### config.mk
export PLATFORM = sky130hd
export DESIGN_NAME = disp_mem_arbiter
export DESIGN_NICKNAME = d
export VERILOG_FILES = /design/src/rtl/disp_mem_arbiter_pkg.sv /design/src/rtl/dma_phase_sync.sv /design/src/rtl/dma_bus_decode.sv /design/src/rtl/dma_pulse_shifter.sv /design/src/rtl/dma_stall_hold.sv /design/src/rtl/disp_mem_arbiter.sv
export SDC_FILE = /design/constraint.sdc
export NUM_CORES = 1
export LEC_CHECK = 0
export CORE_AREA = 2 2 39 41
export CTS_BUF_LIST = sky130_fd_sc_hd__clkbuf_8
export DETAILED_ROUTE_END_ITERATION = 8
export DIE_AREA = 0 0 41 43
export HOLD_SLACK_MARGIN = 0.08
export PLACE_DENSITY = 0.49
export REMOVE_ABC_BUFFERS = 1
export SYNTH_ARGS = -nofsm -noshare
export SYNTH_HDL_FRONTEND = slang
export SYNTH_SLANG_ARGS = --single-unit
### constraint.sdc
create_clock -name clk -period 0.9 [get_ports clk]
set_clock_uncertainty 0.15 [all_clocks]
set_input_delay 0.09 -clock clk [delete_from_list [all_inputs] [get_ports clk]]
set_output_delay 0.09 -clock clk [all_outputs]
set_load 0.05 [all_outputs]
### src/rtl/disp_mem_arbiter_pkg.sv
package disp_mem_arbiter_pkg;

   typedef enum logic {
      SRC_REFRESH = 1'b0,
      SRC_CPU     = 1'b1
   } addr_src_e;

   typedef struct packed {
      logic disp_req;   // display memory cycle in progress
      logic prog_rd;    // program memory read
      logic strobe;     // read or write strobe active
   } bus_dec_t;

endpackage

### src/rtl/dma_phase_sync.sv
module dma_phase_sync #(
   parameter int STAGES    = 0,
   parameter bit CPU_LEVEL = 1'b1
) (
   input  logic clk,
   input  logic rst_n,
   input  logic share_phase,
   output logic cpu_phase
);
   generate
      if (STAGES == 0) begin : g_direct
         assign cpu_phase = (share_phase == CPU_LEVEL);
      end else begin : g_chain
         logic [STAGES-1:0] sync_q;
         always_ff @(posedge clk) begin
            if (!rst_n) begin
               sync_q <= {STAGES{~CPU_LEVEL}};
            end else if (STAGES == 1) begin
               sync_q <= share_phase;
            end else begin
               sync_q <= {sync_q[STAGES-2:0], share_phase};
            end
         end
         assign cpu_phase = (sync_q[STAGES-1] == CPU_LEVEL);
      end
   endgenerate
endmodule

### src/rtl/dma_bus_decode.sv
module dma_bus_decode
   import disp_mem_arbiter_pkg::*;
(
   input  logic     mreq_n,
   input  logic     m1_n,
   input  logic     rd_n,
   input  logic     wr_n,
   input  logic     a15,
   output bus_dec_t dec
);
   always_comb begin
      dec.disp_req = ~mreq_n & m1_n & a15;
      dec.prog_rd  = ~mreq_n & ~rd_n & ~a15;
      dec.strobe   = ~rd_n | ~wr_n;
   end
endmodule

### src/rtl/dma_pulse_shifter.sv
module dma_pulse_shifter #(
   parameter int LEN = 3
) (
   input  logic clk,
   input  logic rst_n,
   input  logic req,
   output logic pulse_active
);
   logic [LEN-1:0] sreg_q;
   logic           armed_q;

   generate
      if (LEN == 1) begin : g_single
         always_ff @(posedge clk) begin
            if (!rst_n || !req) begin
               sreg_q  <= 1'b1;
               armed_q <= 1'b1;
            end else if (armed_q) begin
               sreg_q  <= 1'b0;
               armed_q <= 1'b0;
            end else begin
               sreg_q  <= 1'b1;
            end
         end
      end else begin : g_multi
         always_ff @(posedge clk) begin
            if (!rst_n || !req) begin
               sreg_q  <= {LEN{1'b1}};
               armed_q <= 1'b1;
            end else if (armed_q) begin
               sreg_q  <= {LEN{1'b0}};
               armed_q <= 1'b0;
            end else begin
               sreg_q  <= {sreg_q[LEN-2:0], 1'b1};
            end
         end
      end
   endgenerate

   assign pulse_active = ~sreg_q[LEN-1];
endmodule

### src/rtl/dma_stall_hold.sv
module dma_stall_hold (
   input  logic clk,
   input  logic rst_n,
   input  logic cpu_phase,
   input  logic pulse_active,
   output logic wait_n
);
   logic hold_q;
   logic collide;

   assign collide = pulse_active & ~cpu_phase;

   always_ff @(posedge clk) begin
      if (!rst_n || cpu_phase) begin
         hold_q <= 1'b0;
      end else if (collide) begin
         hold_q <= 1'b1;
      end
   end

   assign wait_n = ~(hold_q | collide);
endmodule

### src/rtl/disp_mem_arbiter.sv
module disp_mem_arbiter
   import disp_mem_arbiter_pkg::*;
#(
   parameter int PULSE_LEN   = 3,
   parameter int SYNC_STAGES = 0,
   parameter bit CPU_LEVEL   = 1'b1
) (
   input  logic clk,
   input  logic rst_n,
   input  logic mreq_n,
   input  logic m1_n,
   input  logic rd_n,
   input  logic wr_n,
   input  logic a15,
   input  logic share_phase,
   output logic wait_n,
   output logic ram_sel,
   output logic addr_src,
   output logic prog_en
);
   localparam int MaxSync = 3;

   if (PULSE_LEN < 1 || PULSE_LEN > 16) begin : g_bad_len
      $error("PULSE_LEN must be within 1..16");
   end
   if (SYNC_STAGES < 0 || SYNC_STAGES > MaxSync) begin : g_bad_sync
      $error("SYNC_STAGES must be within 0..3");
   end

   bus_dec_t  dec;
   logic      cpu_phase;
   logic      disp_req;
   logic      pulse_active;
   addr_src_e src;

   dma_phase_sync #(.STAGES(SYNC_STAGES), .CPU_LEVEL(CPU_LEVEL)) u_sync (
      .clk         (clk),
      .rst_n       (rst_n),
      .share_phase (share_phase),
      .cpu_phase   (cpu_phase)
   );

   dma_bus_decode u_dec (
      .mreq_n (mreq_n),
      .m1_n   (m1_n),
      .rd_n   (rd_n),
      .wr_n   (wr_n),
      .a15    (a15),
      .dec    (dec)
   );

   assign disp_req = dec.disp_req;

   dma_pulse_shifter #(.LEN(PULSE_LEN)) u_pulse (
      .clk          (clk),
      .rst_n        (rst_n),
      .req          (disp_req),
      .pulse_active (pulse_active)
   );

   dma_stall_hold u_hold (
      .clk          (clk),
      .rst_n        (rst_n),
      .cpu_phase    (cpu_phase),
      .pulse_active (pulse_active),
      .wait_n       (wait_n)
   );

   assign src      = cpu_phase ? SRC_CPU : SRC_REFRESH;
   assign addr_src = src;
   assign ram_sel  = disp_req & dec.strobe & (src == SRC_CPU);
   assign prog_en  = dec.prog_rd;
endmodule

After elaboration in Yosys (flattened, before gate mapping)
Index checks and enable logic that the tools add are counted.

storage, ports and cells
  input bits = 8
  output and inout bits = 4
  flip-flop bits (word level) = 5

cells by class
  bitwise logic cells = 16
  mux-type cells = 3
  reduce and logical (&&, ||, !) cells = 4

operator list
  operator            count
  $and A1 B1 Y1       7
  $not A1 Y1          7
  $mux W3             1
  $logic_not A1 Y1    2
  $logic_or A1 B1 Y1  2
  $mux W1             2
  $or A1 B1 Y1        2

Logic depth before layout (Yosys ltp)
  depth in word-level cells = 6
  gate-level depth with buffers = 2

Hierarchy
Synthesis repeated with hierarchy kept, for this count alone.

second synthesis, totals
  cells, all modules = 19
  area total of the unflattened synthesis = 188.9 sq um

by module, submodules not included
  module             sequential area each (sq um)  area each (sq um)  cells an instance  times used
  dma_pulse_shifter  80.1                          113.9              10                 1
  dma_stall_hold     20.0                          38.8               4                  1
  dma_bus_decode     0.0                           22.5               3                  1
  dma_phase_sync     0.0                           7.5                1                  1
  disp_mem_arbiter   0.0                           6.3                1                  1

Least setup slack after synthesis
No wires, ideal clock.

  path type = input-to-output
  from = in rd_n
  to = out prog_en
  required time = 0.660 ns
  path slack = -0.527 ns
  cell stages on the path = 1
  arrival time = 1.187 ns
  cells stage by stage = nor3_1

on the way
  word-level cells in the longest chain between the ends = 3

ends and longest elaborated chain
  element                     line                    source
  start, declared             disp_mem_arbiter.sv:12  input logic rd_n,
  $not A1 Y1                  dma_bus_decode.sv:13    dec.prog_rd = ~mreq_n & ~rd_n & ~a15;
  $and A1 B1 Y1 (2 in a row)  dma_bus_decode.sv:13
  end, declared               disp_mem_arbiter.sv:19  output logic prog_en

No other way between the ends.

Final worst setup path
  from = reg u_pulse.sreg_q[2]
  to = out wait_n

on the way
  word-level cells in the longest chain between the ends = 4

ends and longest elaborated chain
  element                 line                     source
  start, declared         dma_pulse_shifter.sv:9   logic [LEN-1:0] sreg_q;
  start signal, assigned  dma_pulse_shifter.sv:28  sreg_q <= {LEN{1'b1}};
  start signal, assigned  dma_pulse_shifter.sv:31  sreg_q <= {LEN{1'b0}};
  start signal, assigned  dma_pulse_shifter.sv:34  sreg_q <= {sreg_q[LEN-2:0], 1'b1};
  $not A1 Y1              dma_pulse_shifter.sv:40  assign pulse_active = ~sreg_q[LEN-1];
  $and A1 B1 Y1           dma_stall_hold.sv:11     assign collide = pulse_active & ~cpu_phase;
  $or A1 B1 Y1            dma_stall_hold.sv:21     assign wait_n = ~(hold_q | collide);
  $not A1 Y1              dma_stall_hold.sv:21
  end, declared           disp_mem_arbiter.sv:16   output logic wait_n,

No other way between the ends.

==> metrics.md <==
| Metric | Value |
|---|---|
| Critical path required time | 660 ps |
| Clk buf depth | 2 |
| Final hold violations | 0 |
| DR pass1 iterations | 1 |
| Synth Area in Compound Gates | 0.0530 |
| Worst-path cell chain | nor2_2, nor2_2, buf_12 |
| Power per cell area | 1620 nW/µm² |
| Post-DP HPWL | 343 µm |
| Largest net degree at the start of global routing | 5 |
| Avg Synthesized Cell Area | 9.00 µm² |
| Area grow syn2layout | 146% |
| Crit Path Max Fanout | 2 |
| DRC viols | 0 |
| Failing checks | negative setup slack |
| Register area | 101 µm² |
| Core Area | 1380 µm² |
| Avg WL per Cell | 7.79 µm |
| Startpoint types | flop |
| Part of the Yosys area used for sequential elements | 0.530 |
| Top cell type's share of synthesized area | 0.530 |
| Pleak | 0.224 nW |
| Tcrit/Tclk final | 1.21 |
| CP max stage cell | dfxtp_2 |
| Commonest non-fill, non-tap cell in the layout | buf_6 |
| Initial antenna violation count | 0 |
| Nets | 50 |
| Die H | 43 µm |
| Largest family of logic cells by synthesized area | simple AND/OR/NAND/NOR gates |
| Simple-gate share of the synthesized area | 0.318 |
| Leading post-synthesis cells by cell area | dfxtp_1, inv_1, and4b_1 |
| Initial core utilization | 0.137 |
| Setup-failing EPs final | 3 |
| Largest area contributor in the netlist | dfxtp_1 |
| Kind of cell adding the most delay to the critical path | flip-flops |
| 1st-iter DRT viols | 0 |
| Max incr delay on CP | 320 ps |
| Cell Area, Synth | 189 µm² |
| Hold crit path type | in -> reg |
| Crit path time final | 1090 ps |
| Non-filler cells, final | 57 |
| Worst-Margin Slew | 142 ps |
| Clk root buf | clkbuf_8 |
| Num ports | 12 |
| Most frequent cells in the layout | buf_6, inv_1, buf_12, dfxtp_1 |
| Final Routed Wirelength | 444 µm |
| Yosys reg bits | 5 |
| Routability cong. | 0.694 |
| Adder-Cell Fraction of Synth Area | 0 |
| Number of buffers inserted by port buffering | 11 |
| Inst Count DP | 53 |
| Critical path's most frequent cell | nor2_2 |
| Post-synthesis xor/xnor area fraction | 0 |
| Footprint of the multi-input gates | 91.3 µm² |
| Synth unique cells | 13 |
| Width of the chip | 41 µm |
| CTS buffer count | 3 |
| Vias in the first global route | 187 |
| First-pass GRT wire length | 731 µm |
| Fmax | 919 MHz |
| Worst slew margin | 0.905 |
| Slew Viols, Final | 0 |
| Ys Warns | 0 |
| Hold slack | 75.9 ps |
| Global-route total usage across every layer | 0.0663 |
| Setup ws final | -189 ps |
| MaxCap Viol Count | 0 |
| Row cnt | 14 |
| RSZ-0062 raised after global routing | yes |
| Setup TNS | -282 ps |
| Worst vdd ir | 0.000832 V |
| Mux share of post-synthesis cell area | 0 |
| Clk Latency, worst-skew pair | 220 ps |
| GR Overflow Total | 0 |
| Die area | 1760 µm² |
| Crit end category | output port |
| Ant. Diodes | 0 |
| Kind of critical path | reg -> out |
| CTS Sinks | 5 |
| Buf/Inv on CP | 1 |
| Worst-path clk slew | 40 ps |
| Synth Instances | 21 |
| Htree depth | 1 |
| TritonCTS clock tree | built |
| Arr. time, crit path | 850 ps |
| # fillers | 155 |
| Status | finished, violations left |
| Layout cell share with drive strength beyond 1 | 0.537 |
| Drt via density | 3.68 |
| Antenna-violating nets left | 0 |
| Vias | 210 |
| Post-CTS Hold Fix Bufs | 0 |
## power by group
part / switching [mW] / internal [mW]
sequential: 0.00255 / 0.229
combinational: 0.0516 / 0.0715
clock: 0.106 / 0.292
total: 0.160 / 0.592
## synth_stat cells
cell type,count
and4b_1,1
and3b_1,1
nand3_1,1
inv_1,3
nor3b_1,1
dfxtp_1,5
buf_4,1
nor3_1,1
and3_1,1
nor2b_1,1
o21ai_0,2
nor2_1,2
nand2_1,1
## repair_timing
item | in CTS | in global routing
setup buffers | 0 | 0
pin swaps | 5 | 2
endpoints found under the setup margin | 8 | 4
resized for setup | 22 | 7
## layer usage
layer | part of all wire | routed length [µm] | track usage | vias to the layer above
met3 | 0.077 | 34 | 0.0628 | 0
met5 | 0 | 0 | 0 | -
met1 | 0.43 | 189 | 0.0774 | 93
li1 | - | - | - | 110
met2 | 0.49 | 219 | 0.0844 | 7
met4 | 0 | 0 | 0.0200 | 0
## sequential cells by signal, summed over array words and instances, names as in the netlist
name	count
u_pulse.sreg_q	3
u_hold.hold_q	1
u_pulse.armed_q	1
## cell families (layout without fill, tap and decap cells)
group                  count (synthesis)  count (layout)
AND/OR/NAND/NOR                       10              10
AO/OA/AOI/OAI                          2               2
buffers and inverters                  4              24
flip-flops                             5               5
## stage by stage
step	setup slack, ps	instance area, µm²	util	total power [mW]
2_1_floorplan	-527	181	-	0.259
3_3_place_gp	-424	397	0.287	0.353
3_5_place_dp	-429	397	0.287	0.353
4_1_cts	-198	452	0.326	0.759
5_1_grt	-226	465	0.336	0.795
6_report	-189	465	0.336	0.752
## final cells by class
class	count	area share
Sequential cell	5	0.218
Inverter	3	0.0242
Timing Repair Buffer	17	0.422
Clock inverter	1	0.00806
Multi-Input combinational cell	12	0.196
Tap cell	16	0.0430
Clock buffer	3	0.0887
## worst paths after layout
path / startpoint / end / slack (ps) / depth (start not counted)
setup / recovery: u_pulse.sreg_q[2] / wait_n / -190 / 3
hold / removal: share_phase / u_hold.hold_q / 80 / 2
setup reg to reg: u_pulse.sreg_q[2] / u_hold.hold_q / 90 / 2
hold reg to reg: u_pulse.armed_q / u_pulse.sreg_q[0] / 270 / 1
No activity file was read; power rests on OpenSTA's default activity.
